## config.mk

```make
export PLATFORM = sky130hd
export DESIGN_NAME = clk_emu_ff
export DESIGN_NICKNAME = d
export VERILOG_FILES = /design/src/rtl/cef_pkg.sv /design/src/rtl/cef_data_sampler.sv /design/src/rtl/cef_ctl_sampler.sv /design/src/rtl/cef_edge_detect.sv /design/src/rtl/cef_pass_stage.sv /design/src/rtl/clk_emu_ff.sv
export SDC_FILE = /design/constraint.sdc
export NUM_CORES = 1
export LEC_CHECK = 0
export ABC_CLOCK_PERIOD_IN_PS = 2150
export BUFFER_PORTS_ARGS = -buffer_cell sky130_fd_sc_hd__buf_2
export CAP_MARGIN = 20
export CORE_AREA = 2 2 64 66
export DETAILED_ROUTE_END_ITERATION = 6
export DIE_AREA = 0 0 66 68
export GPL_ROUTABILITY_DRIVEN = 0
export GPL_TIMING_DRIVEN = 0
export MAX_ROUTING_LAYER = met4
export PLACE_DENSITY = 0.73
export REMOVE_ABC_BUFFERS = 1
export SETUP_SLACK_MARGIN = 0.1
export SYNTH_ARGS = -nofsm -noshare
export SYNTH_HDL_FRONTEND = slang
export SYNTH_HIERARCHICAL = 1
export SYNTH_SLANG_ARGS = --single-unit
```

## constraint.sdc

```tcl
create_clock -name gclk -period 2.15 [get_ports gclk]
set_input_delay 0 -clock gclk [delete_from_list [all_inputs] [get_ports gclk]]
set_output_delay 0 -clock gclk [all_outputs]
set_load 0.03 [all_outputs]
```

## src/rtl/cef_pkg.sv

```systemverilog
package cef_pkg;
  // The two resolution passes, in the order they are applied.
  typedef enum logic {
    PASS_SAMPLED = 1'b0,
    PASS_CURRENT = 1'b1
  } pass_e;

  localparam int NUM_PASSES = 2;

  // Convert a raw level to active-high according to the polarity bit.
  function automatic logic to_active(input logic pol, input logic lvl);
    return pol ? lvl : ~lvl;
  endfunction
endpackage

```

## src/rtl/cef_data_sampler.sv

```systemverilog
module cef_data_sampler #(
  parameter int              WIDTH = 8,
  parameter logic [WIDTH-1:0] START = '0
) (
  input  logic             clk,
  input  logic             rst,
  input  logic [WIDTH-1:0] now,
  output logic [WIDTH-1:0] smp
);
  always_ff @(posedge clk) begin
    if (rst) smp <= START;
    else     smp <= now;
  end
endmodule

```

## src/rtl/cef_ctl_sampler.sv

```systemverilog
module cef_ctl_sampler #(
  parameter int   WIDTH = 1,
  parameter logic POL   = 1'b1
) (
  input  logic             clk,
  input  logic             rst,
  input  logic [WIDTH-1:0] raw,
  output logic [WIDTH-1:0] act_now,
  output logic [WIDTH-1:0] act_smp
);
  // Active-high view of the control, then one register that starts inactive.
  generate
    if (POL) begin : g_high
      assign act_now = raw;
    end else begin : g_low
      assign act_now = ~raw;
    end
  endgenerate

  always_ff @(posedge clk) begin
    if (rst) act_smp <= '0;
    else     act_smp <= act_now;
  end
endmodule

```

## src/rtl/cef_edge_detect.sv

```systemverilog
module cef_edge_detect #(
  parameter logic POL = 1'b1
) (
  input  logic clk,
  input  logic rst,
  input  logic lvl,
  output logic hit
);
  logic lvl_smp;

  // The start value can never pair with the next sample into an edge.
  always_ff @(posedge clk) begin
    if (rst) lvl_smp <= POL;
    else     lvl_smp <= lvl;
  end

  generate
    if (POL) begin : g_rise
      assign hit = ~lvl_smp & lvl;
    end else begin : g_fall
      assign hit = lvl_smp & ~lvl;
    end
  endgenerate
endmodule

```

## src/rtl/cef_pass_stage.sv

```systemverilog
module cef_pass_stage #(
  parameter int               WIDTH      = 8,
  parameter bit               HAS_LOAD   = 1'b1,
  parameter bit               HAS_SETCLR = 1'b1,
  parameter bit               HAS_ARST   = 1'b1,
  parameter logic [WIDTH-1:0] RST_VAL    = '0
) (
  input  logic [WIDTH-1:0] q_in,
  input  logic             ld,
  input  logic [WIDTH-1:0] ld_data,
  input  logic [WIDTH-1:0] set,
  input  logic [WIDTH-1:0] clr,
  input  logic             rst,
  output logic [WIDTH-1:0] q_out
);
  logic [WIDTH-1:0] after_ld, after_sr;

  // Order inside one pass: load, then set/clear, then reset.
  generate
    if (HAS_LOAD) begin : g_ld
      assign after_ld = ld ? ld_data : q_in;
    end else begin : g_no_ld
      logic ld_unused;
      assign ld_unused = ^{ld, ld_data};
      assign after_ld  = q_in;
    end

    if (HAS_SETCLR) begin : g_sr
      assign after_sr = (after_ld | set) & ~clr;
    end else begin : g_no_sr
      logic sr_unused;
      assign sr_unused = ^{set, clr};
      assign after_sr  = after_ld;
    end

    if (HAS_ARST) begin : g_rst
      assign q_out = rst ? RST_VAL : after_sr;
    end else begin : g_no_rst
      logic rst_unused;
      assign rst_unused = rst;
      assign q_out      = after_sr;
    end
  endgenerate
endmodule

```

## src/rtl/clk_emu_ff.sv

```systemverilog
module clk_emu_ff
  import cef_pkg::*;
#(
  parameter int               WIDTH      = 8,
  parameter logic             CLK_POL    = 1'b1,
  parameter bit               HAS_LOAD   = 1'b1,
  parameter logic             LOAD_POL   = 1'b1,
  parameter bit               HAS_SETCLR = 1'b1,
  parameter logic             SET_POL    = 1'b1,
  parameter logic             CLR_POL    = 1'b1,
  parameter bit               HAS_ARST   = 1'b1,
  parameter logic             ARST_POL   = 1'b0,
  parameter logic [WIDTH-1:0] RST_VAL    = WIDTH'('hA5),
  parameter logic [WIDTH-1:0] INIT_VAL   = WIDTH'('h3C)
) (
  input  logic             gclk,
  input  logic             grst,
  input  logic             emu_clk,
  input  logic [WIDTH-1:0] din,
  input  logic             ld,
  input  logic [WIDTH-1:0] ld_din,
  input  logic [WIDTH-1:0] setb,
  input  logic [WIDTH-1:0] clrb,
  input  logic             arst,
  output logic [WIDTH-1:0] q
);
  localparam logic [WIDTH-1:0] ZERO = '0;

  logic [WIDTH-1:0] q_smp, d_smp, edge_q;
  logic             clk_hit;

  // Per-pass control views: *_s sampled, *_c current (all active high).
  logic             ld_s, ld_c, rst_s, rst_c;
  logic [WIDTH-1:0] ldd_s, ldd_c, set_s, set_c, clr_s, clr_c;
  logic [WIDTH-1:0] mid_q;

  cef_data_sampler #(.WIDTH(WIDTH), .START(INIT_VAL)) u_q_smp (
    .clk(gclk), .rst(grst), .now(q), .smp(q_smp)
  );

  // The start value of the sampled data is never observed.
  cef_data_sampler #(.WIDTH(WIDTH), .START(ZERO)) u_d_smp (
    .clk(gclk), .rst(grst), .now(din), .smp(d_smp)
  );

  cef_edge_detect #(.POL(CLK_POL)) u_edge (
    .clk(gclk), .rst(grst), .lvl(emu_clk), .hit(clk_hit)
  );

  generate
    if (HAS_LOAD) begin : g_load
      cef_ctl_sampler #(.WIDTH(1), .POL(LOAD_POL)) u_ld (
        .clk(gclk), .rst(grst), .raw(ld), .act_now(ld_c), .act_smp(ld_s)
      );
      cef_data_sampler #(.WIDTH(WIDTH), .START(ZERO)) u_ldd (
        .clk(gclk), .rst(grst), .now(ld_din), .smp(ldd_s)
      );
      assign ldd_c = ld_din;
    end else begin : g_no_load
      logic load_unused;
      assign load_unused = ^{ld, ld_din};
      assign ld_s  = 1'b0;
      assign ld_c  = 1'b0;
      assign ldd_s = '0;
      assign ldd_c = '0;
    end

    if (HAS_SETCLR) begin : g_setclr
      cef_ctl_sampler #(.WIDTH(WIDTH), .POL(SET_POL)) u_set (
        .clk(gclk), .rst(grst), .raw(setb), .act_now(set_c), .act_smp(set_s)
      );
      cef_ctl_sampler #(.WIDTH(WIDTH), .POL(CLR_POL)) u_clr (
        .clk(gclk), .rst(grst), .raw(clrb), .act_now(clr_c), .act_smp(clr_s)
      );
    end else begin : g_no_setclr
      logic sr_unused;
      assign sr_unused = ^{setb, clrb};
      assign set_s = '0;
      assign set_c = '0;
      assign clr_s = '0;
      assign clr_c = '0;
    end

    if (HAS_ARST) begin : g_arst
      cef_ctl_sampler #(.WIDTH(1), .POL(ARST_POL)) u_rst (
        .clk(gclk), .rst(grst), .raw(arst), .act_now(rst_c), .act_smp(rst_s)
      );
    end else begin : g_no_arst
      logic arst_unused;
      assign arst_unused = arst;
      assign rst_s = 1'b0;
      assign rst_c = 1'b0;
    end
  endgenerate

  // Clock-edge selection comes before both control passes.
  assign edge_q = clk_hit ? d_smp : q_smp;

  cef_pass_stage #(
    .WIDTH(WIDTH), .HAS_LOAD(HAS_LOAD), .HAS_SETCLR(HAS_SETCLR),
    .HAS_ARST(HAS_ARST), .RST_VAL(RST_VAL)
  ) u_pass_smp (
    .q_in(edge_q), .ld(ld_s), .ld_data(ldd_s), .set(set_s), .clr(clr_s),
    .rst(rst_s), .q_out(mid_q)
  );

  cef_pass_stage #(
    .WIDTH(WIDTH), .HAS_LOAD(HAS_LOAD), .HAS_SETCLR(HAS_SETCLR),
    .HAS_ARST(HAS_ARST), .RST_VAL(RST_VAL)
  ) u_pass_cur (
    .q_in(mid_q), .ld(ld_c), .ld_data(ldd_c), .set(set_c), .clr(clr_c),
    .rst(rst_c), .q_out(q)
  );
endmodule

```

---- Word-level counts from Yosys, hierarchy flattened ----
Cells that the tools add are included.
cells by class
  bitwise logic cells ..................... 9
  mux-type cells .......................... 5
operators with widths
  cell              number
  8-bit 2-to-1 mux  5
  8-bit AND         2
  8-bit NOT         2
  8-bit bitwise OR  2
  1-bit NOT         2
  1-bit AND         1
storage, ports and cells
  register bits ........................... 43
  logic and storage cells ................. 22
  output and inout port bits .............. 8
  input port bits ......................... 37

---- Longest topological paths before layout ----
Gate-level depths: netlist of run 1.
  word-level depth ........................ 11
  gate-level depth with buffers ........... 8
  depth with buffers taken out ............ 7

---- By module ----
Netlist of run 1, hierarchy kept.
modules (own cells, without submodules)
  module                                times used  cells each  area an instance (um^2)  sequential area each (um^2)
  cef_data_sampler                      3           16          210.2                    160.2
  cef_ctl_sampler (g_setclr.u_clr ...)  2           24          270.3                    160.2
  cef_pass_stage                        2           30          201.4                    0.0
  clk_emu_ff                            1           9           131.4                    0.0
  cef_ctl_sampler (g_load.u_ld)         1           3           41.3                     20.0
  cef_edge_detect                       1           3           32.5                     20.0
  cef_ctl_sampler (g_arst.u_rst)        1           3           27.5                     20.0

---- Worst setup path after synthesis of run 1 ----
No wires, ideal clock.
  kind .................................... flip-flop to flip-flop
  from .................................... register u_edge.lvl_smp
  to ...................................... register u_q_smp.smp[1]
  buffers on the path ..................... 1
  library setup time ...................... 0.068 ns
  period minus slack after synthesis ...... 2.171 ns
  setup slack ............................. -0.021 ns
  arrival time ............................ 2.103 ns
  stages on the path, launching flop included .. 9
  cells stage by stage .................... dfxtp_1 -> nor2b_1 -> buf_6 -> mux2_4 -> mux2i_1 -> a211oi_1 -> mux2i_1 -> a211oi_1 -> nor2b_1
on the way
  longest elaborated chain between the ends .. 11
ends and longest elaborated chain
  what                    line                    text
  from (decl)             cef_edge_detect.sv:9    logic lvl_smp;
  from (signal assigned)  cef_edge_detect.sv:14   else lvl_smp <= lvl;
  1-bit NOT               cef_edge_detect.sv:19   assign hit = ~lvl_smp & lvl;
  1-bit AND               cef_edge_detect.sv:19
  net clk_hit             clk_emu_ff.sv:30        logic clk_hit;
  8-bit 2-to-1 mux        clk_emu_ff.sv:97        assign edge_q = clk_hit ? d_smp : q_smp;
  net edge_q[1]           clk_emu_ff.sv:29        logic [WIDTH-1:0] q_smp, d_smp, edge_q;
  8-bit 2-to-1 mux        cef_pass_stage.sv:21    assign after_ld = ld ? ld_data : q_in;
  8-bit bitwise OR        cef_pass_stage.sv:29    assign after_sr = (after_ld | set) & ~clr;
  8-bit AND               cef_pass_stage.sv:29
  8-bit 2-to-1 mux        cef_pass_stage.sv:37    assign q_out = rst ? RST_VAL : after_sr;
  net mid_q[1]            clk_emu_ff.sv:35        logic [WIDTH-1:0] mid_q;
  8-bit 2-to-1 mux        cef_pass_stage.sv:21
  8-bit bitwise OR        cef_pass_stage.sv:29
  8-bit AND               cef_pass_stage.sv:29
  8-bit 2-to-1 mux        cef_pass_stage.sv:37
  net q[1]                clk_emu_ff.sv:25        output logic [WIDTH-1:0] q
  to (signal assigned)    cef_data_sampler.sv:12  else smp <= now;
  to (decl)               cef_data_sampler.sv:8   output logic [WIDTH-1:0] smp
The timed path passes the listed nets, and every way through them passes these cells.
A chain may end at the register's enable or synchronous reset.

---- Worst setup path after layout of run 1 ----
  from .................................... register u_edge.lvl_smp
  to ...................................... output port q[1]
on the way
  longest elaborated chain between the ends .. 11
ends and longest elaborated chain
  what              line
  1-bit NOT         cef_edge_detect.sv:19
  1-bit AND         cef_edge_detect.sv:19
  net clk_hit       clk_emu_ff.sv:30
  8-bit 2-to-1 mux  clk_emu_ff.sv:97
  net edge_q[1]     clk_emu_ff.sv:29
  8-bit 2-to-1 mux  cef_pass_stage.sv:21
  8-bit bitwise OR  cef_pass_stage.sv:29
  8-bit AND         cef_pass_stage.sv:29
  8-bit 2-to-1 mux  cef_pass_stage.sv:37
  net mid_q[1]      clk_emu_ff.sv:35
  8-bit 2-to-1 mux  cef_pass_stage.sv:21
  8-bit bitwise OR  cef_pass_stage.sv:29
  8-bit AND         cef_pass_stage.sv:29
  8-bit 2-to-1 mux  cef_pass_stage.sv:37
  to (decl)         clk_emu_ff.sv:25
The timed path passes the listed nets, and every way through them passes these cells.

==> out/results.ini, run 1 <==
[outcome]
status = complete, no violations

[worst_setup_path]
crit_required_ns = 2.15
crit_arrival_ns = 1.97
cp-end-kind = output port
crit_slowest_cell = dfxtp_2
cp-start-kind = flop
worstPathCellList = nor2b_4, mux2_4, mux2i_1, a211oi_1, mux2i_1, a211oi_2, buf_4
critical_path.max_fanout = 6
path_buf_inv = 1
reg2reg_depth = 8
slowest_delay_ns = 0.33
critical_path_class = flop to output port
path_common_cell = mux2i_1
cp_top_family = compound AO/OA/AOI/OAI gates
cp.depth = 7

[power]
pwr-share-clk = 0.303
ir_drop_uv = 515.9
p_int_uw = 1249
comb_power_share = 0.167
p_sw_frac = 0.2309
power_density_nw_per_um2 = 664.3
pwr-share-seq = 0.530
power_uw = 1624
switchingPower_uw = 375.0
leakage_uw = 0.001079

[sta]
rsz0062_at_grt = true
min_period_over_period = 0.9154
slew_headroom = 0.5022
finalCriticalPeriod_ns = 1.968
hold_viol_final = 0
maxSlewViolCount = 0
hold_ws_ns = 0.1250
finClkSkew_ns = 0.006639
setup-violations-final = 0
timing.fmax_mhz = 508.1
tightest_slew_ns = 0.7467

[finish]
nets = 276
antenna_cells = 0
final_cell_mix = nor2b_1, dfxtp_1, buf_2
multi_input_area_um2 = 789.5
drive_gt1_frac = 0.3096
fillers = 316
regArea_um2 = 863.3
area_delta_synth_final_pct = 35.32
final_common_cell = nor2b_1

[placed_design]
port_buffers = 44
place_hpwl_mm = 1.947

[clocking]
cts_root_buf = clkbuf_8
htreeDepth = 2
clkTransAtPathRegs_ns = 0.07
cts_max_path_buffers = 2
cts.sinks = 43
cts_tree = built
cts_buffers = 5
clock_latency_ns = 0.28

[floorplan]
rows = 23
io_pins = 45
fp.dieW_um = 66
core_um2 = 3856
die_area_um2 = 4488
initial_utilization = 0.4685
die_h_um = 68

[yosys]
syn_area_um2 = 1807
synth_area_leaders = dfxtp_1, nor2b_1, mux2i_1
ys_seq_elements = 43
avgSynthCellArea_um2 = 10.38
synth_seq_area_share = 0.4765
synth_cell_types = 13
yosysWarnings = 6
synth_top_area_frac = 0.4765
yosys.area.top_type = dfxtp_1
syn_inst = 174

[global_route]
grt_max_degree = 44
grt_busiest_layer = met2
antenna_found_initial = 0
grt_pass1_wl_mm = 5.423
gr-total-overflow = 0
grt_pass1_vias = 1314
use_met2 = 0.3119
use_met1 = 0.1679
grt_use_total = 0.1701
use_met3 = 0.04112

[route]
wl_mm = 3.579
viasPerCell = 4.574
firstDrtPassIters = 4
ant_nets = 0
vias = 1322
drt_iter0_markers = 59
drc = 0
wire_per_inst_um = 12.38

[run]
drv_cap = 0

[worst_hold_path]
hold_path_class = input port to flop
hold_depth = 2

-- logic make-up (layout without fill, tap and decap cells) --
logic type	after synthesis	in the layout	synth area share
flops	43	43	0.4765
simple gates	60	60	0.1994
buf+inv	31	96	0.1136
compound gates	16	16	0.05540
mux	24	24	0.1551
-- registers in the layout (all words and copies together) (netlist names) --
name,cells
g_load.u_ldd/smp,8
g_setclr.u_clr/act_smp,8
g_setclr.u_set/act_smp,8
u_d_smp/smp,8
u_q_smp/smp,8
g_arst.u_rst/act_smp,1
g_load.u_ld/act_smp,1
u_edge/lvl_smp,1
-- worst reg2reg max path, stage by stage, from the launching register on --
cell,delay [ns]
dfxtp_2,0.33
nor2b_4,0.25
buf_6,0.17
mux2_4,0.29
mux2i_1,0.13
a21oi_1,0.08
mux2i_1,0.19
a21oi_2,0.10
or2_1,0.21
-- stage by stage --
step	setup TNS [ns]	area, um^2	setup slack, ns	utilization	cells
6_report	0	2445	0.1819	0.6340	289
5_1_grt	0	2445	0.05746	0.6340	289
4_1_cts	0	2370	0.1071	0.6145	289
3_5_place_dp	-2.708	1918	-0.3226	0.4974	246
3_3_place_gp	-2.866	1918	-0.3526	0.4974	246
2_1_floorplan	-2.763	1635	-0.4790	-	152
-- path summary, 6_finish.rpt --
path                             start                   to  slack, ns
max                     u_edge/lvl_smp                 q[1]       0.18
min reg2reg  g_setclr.u_clr/act_smp[6]       u_q_smp/smp[6]       0.78
max reg2reg             u_edge/lvl_smp       u_q_smp/smp[2]       0.29
min                                 ld  g_load.u_ld/act_smp       0.13
-- power by group through the flow --
| stage | clock network, uW | registers [uW] | logic (uW) |
|---|---|---|---|
| final | 493 | 860 | 271 |
| after global routing | 539 | 865 | 294 |
| after CTS | 509 | 860 | 248 |
| after detailed placement | 0 | 878 | 198 |
| after global placement | 0 | 876 | 197 |
| after floorplan | 0 | 871 | 124 |
-- synthesized netlist by cell type --
library cell	count
inv_1	9
buf_2	2
dfxtp_1	43
buf_6	3
a211oi_1	8
mux2_4	8
mux2i_1	16
nor2b_4	1
nor2b_1	45
or2_1	5
buf_4	17
a21oi_1	8
nor2_1	9
-- what timing repair did --
action                                  CTS  global route
hold buffers                             34             0
buffers inserted                          2             1
hold endpoints to repair                 34             0
gates resized for setup                   3            26
pin swaps                                 0             6
endpoints found under the setup margin   16             7
-- per-layer routing --
metal | part of all wire | wire length [um] | vias to the layer above
li1 | - | - | 672
met1 | 0.39 | 1399 | 602
met2 | 0.54 | 1934 | 38
met3 | 0.043 | 153 | 10
met4 | 0.025 | 91 | 0
met5 | 0 | 0 | -
-- area by class of cell --
cell class              count  area share
clock inverters             1    0.002047
inverters                   9     0.01382
repair buffers             80      0.2487
clock buffers               6     0.03378
flip-flops and latches     43      0.3531
well taps                  50     0.02559
multi-input cells         100      0.3229
Power figures use the tool's default switching activity.
==> run 2: changes to the inputs <==
- ABC_CLOCK_PERIOD_IN_PS: 2150 -> 2029
- clock period: 2.15 -> 2.03 ns (I/O delays scaled with it)
==> out/results.ini, run 2 (synthesis gave the netlist of run 1 again) <==
[floorplan]
die_h_um = 68  ; unchanged
die_area_um2 = 4488  ; unchanged
io_pins = 45  ; unchanged
rows = 23  ; unchanged
initial_utilization = 0.4685  ; unchanged
fp.dieW_um = 66  ; unchanged
core_um2 = 3856  ; unchanged

[clocking]
cts.sinks = 43  ; unchanged
cts_buffers = 5  ; unchanged
cts_tree = built
clkTransAtPathRegs_ns = 0.07  ; about the same
cts_root_buf = clkbuf_8
cts_max_path_buffers = 2  ; unchanged
htreeDepth = 2  ; unchanged
clock_latency_ns = 0.28  ; about the same

[power]
ir_drop_uv = 560.6  ; +8.7%
power_uw = 1712  ; +5.4%
power_density_nw_per_um2 = 707.3  ; +6.5%
leakage_uw = 0.001073  ; -0.51%

[worst_setup_path]
crit_path_start = u_edge/lvl_smp
worstReg2RegEnd = u_q_smp/smp[3]
critical_path.max_fanout = 6  ; unchanged
reg2reg_depth = 7  ; -1
crit_required_ns = 2.03  ; -0.12 ns
crit_arrival_ns = 1.95  ; -0.02 ns
cp-start-kind = flop
r2r_start = u_edge/lvl_smp
cp-end-kind = output port
critPathCapture = q[3]
r2r_slack_ns = 0.22  ; -0.07 ns
critical_path_class = flop to output port

[sta]
hold_viol_final = 0  ; unchanged
setup-violations-final = 0  ; unchanged
slew_headroom = 0.4983  ; -0.003947
maxSlewViolCount = 0  ; unchanged
hold_ws_ns = 0.1213  ; -0.003681 ns
tightest_slew_ns = 0.7526  ; +0.005920 ns
finClkSkew_ns = 0.005470  ; -0.001169 ns
min_period_over_period = 0.9611
finalCriticalPeriod_ns = 1.951
setup_slack_ns = 0.07894  ; -0.1029 ns
timing.fmax_mhz = 512.5
rsz0062_at_grt = true

[global_route]
antenna_found_initial = 0  ; unchanged
grt_pass1_vias = 1340  ; +2.0%
grt_max_degree = 44  ; unchanged
grt_use_total = 0.1774  ; +0.007287
gr-total-overflow = 0  ; unchanged
grt_pass1_wl_mm = 5.623  ; +3.7%

[route]
drt_iter0_markers = 59  ; unchanged
ant_nets = 0  ; unchanged
wire_per_inst_um = 12.56  ; +1.4%
wl_mm = 3.630  ; +1.4%
vias = 1332  ; +0.76%
drc = 0  ; unchanged
viasPerCell = 4.609  ; +0.76%
firstDrtPassIters = 4  ; unchanged

[placed_design]
place_ws_ns = -0.4426  ; -0.1200 ns
port_buffers = 44  ; unchanged
place_hpwl_mm = 1.947  ; unchanged
dpl_cell_area_um2 = 1918  ; unchanged

[finish]
nets = 276  ; unchanged
final_cell_mix = nor2b_1, dfxtp_1, buf_2
final_common_cell = nor2b_1
utilization = 0.6278  ; -0.006165
antenna_cells = 0  ; unchanged
finalInstanceArea_um2 = 2421  ; -0.97%
area_delta_synth_final_pct = 34.00
drive_gt1_frac = 0.2971  ; -0.01255

[outcome]
status = complete, no violations

[run]
drv_cap = 0  ; unchanged

[worst_hold_path]
hold_path_class = input port to flop

## run 2: worst max-delay path, stage by stage (launching register included)
cell and delay, ns:
dfxtp_2 0.33, nor2b_4 0.23, mux2_4 0.33, mux2i_2 0.15
a211oi_2 0.09, mux2i_1 0.22, a211oi_2 0.11, buf_4 0.19
## run 2: area by class of cell
cell class	instances	area, um^2
multi-input combinational	100	777.0
clock buffer	6	82.58
fill	318	1435
sequential	43	863.3
inverter	9	33.78
tap	50	62.56
clock inverter	1	5.005
timing repair buffer	80	596.8
## run 2: power by group
group          switching [uW]  internal [uW]
registers                20.6            891
logic                     119            162
clock network             253            267
total                     393           1320
## run 2: stage by stage
step	std cells	setup TNS [ns]
floorplan	152	-4.203
global placement	246	-4.786
detailed placement	246	-4.606
CTS	289	0
global route	289	-0.1385
finish	289	0
## run 2: how the worst min path moves through the flow
| stage | start | end | depth (start not counted) |
|---|---|---|---|
| after detailed placement | arst | g_arst.u_rst/act_smp | 2 |
| final | ld | g_load.u_ld/act_smp | 2 |
| after global placement | arst | g_arst.u_rst/act_smp | 2 |
| after CTS | ld | g_load.u_ld/act_smp | 2 |
| after global routing | ld | g_load.u_ld/act_smp | 2 |
| after floorplan | grst | g_load.u_ld/act_smp | 1 |
## run 2: timing repair
| item | CTS | global route |
|---|---|---|
| pin swaps | 8 | 4 |
| setup endpoints to repair | 16 | 9 |
| buffers inserted | 2 | 0 |
| hold buffers | 34 | 0 |
| gates resized for setup | 15 | 4 |
| hold endpoints to repair | 34 | 0 |
## run 2: metal layers
metal	share of wire	vias to the layer above	wire length (um)	GRT usage
met5	0	-	0	-
met4	0.024	0	87	0.08673
met3	0.055	8	199	0.04112
met2	0.53	43	1929	0.3321
met1	0.39	611	1413	0.1732
li1	-	670	-	-
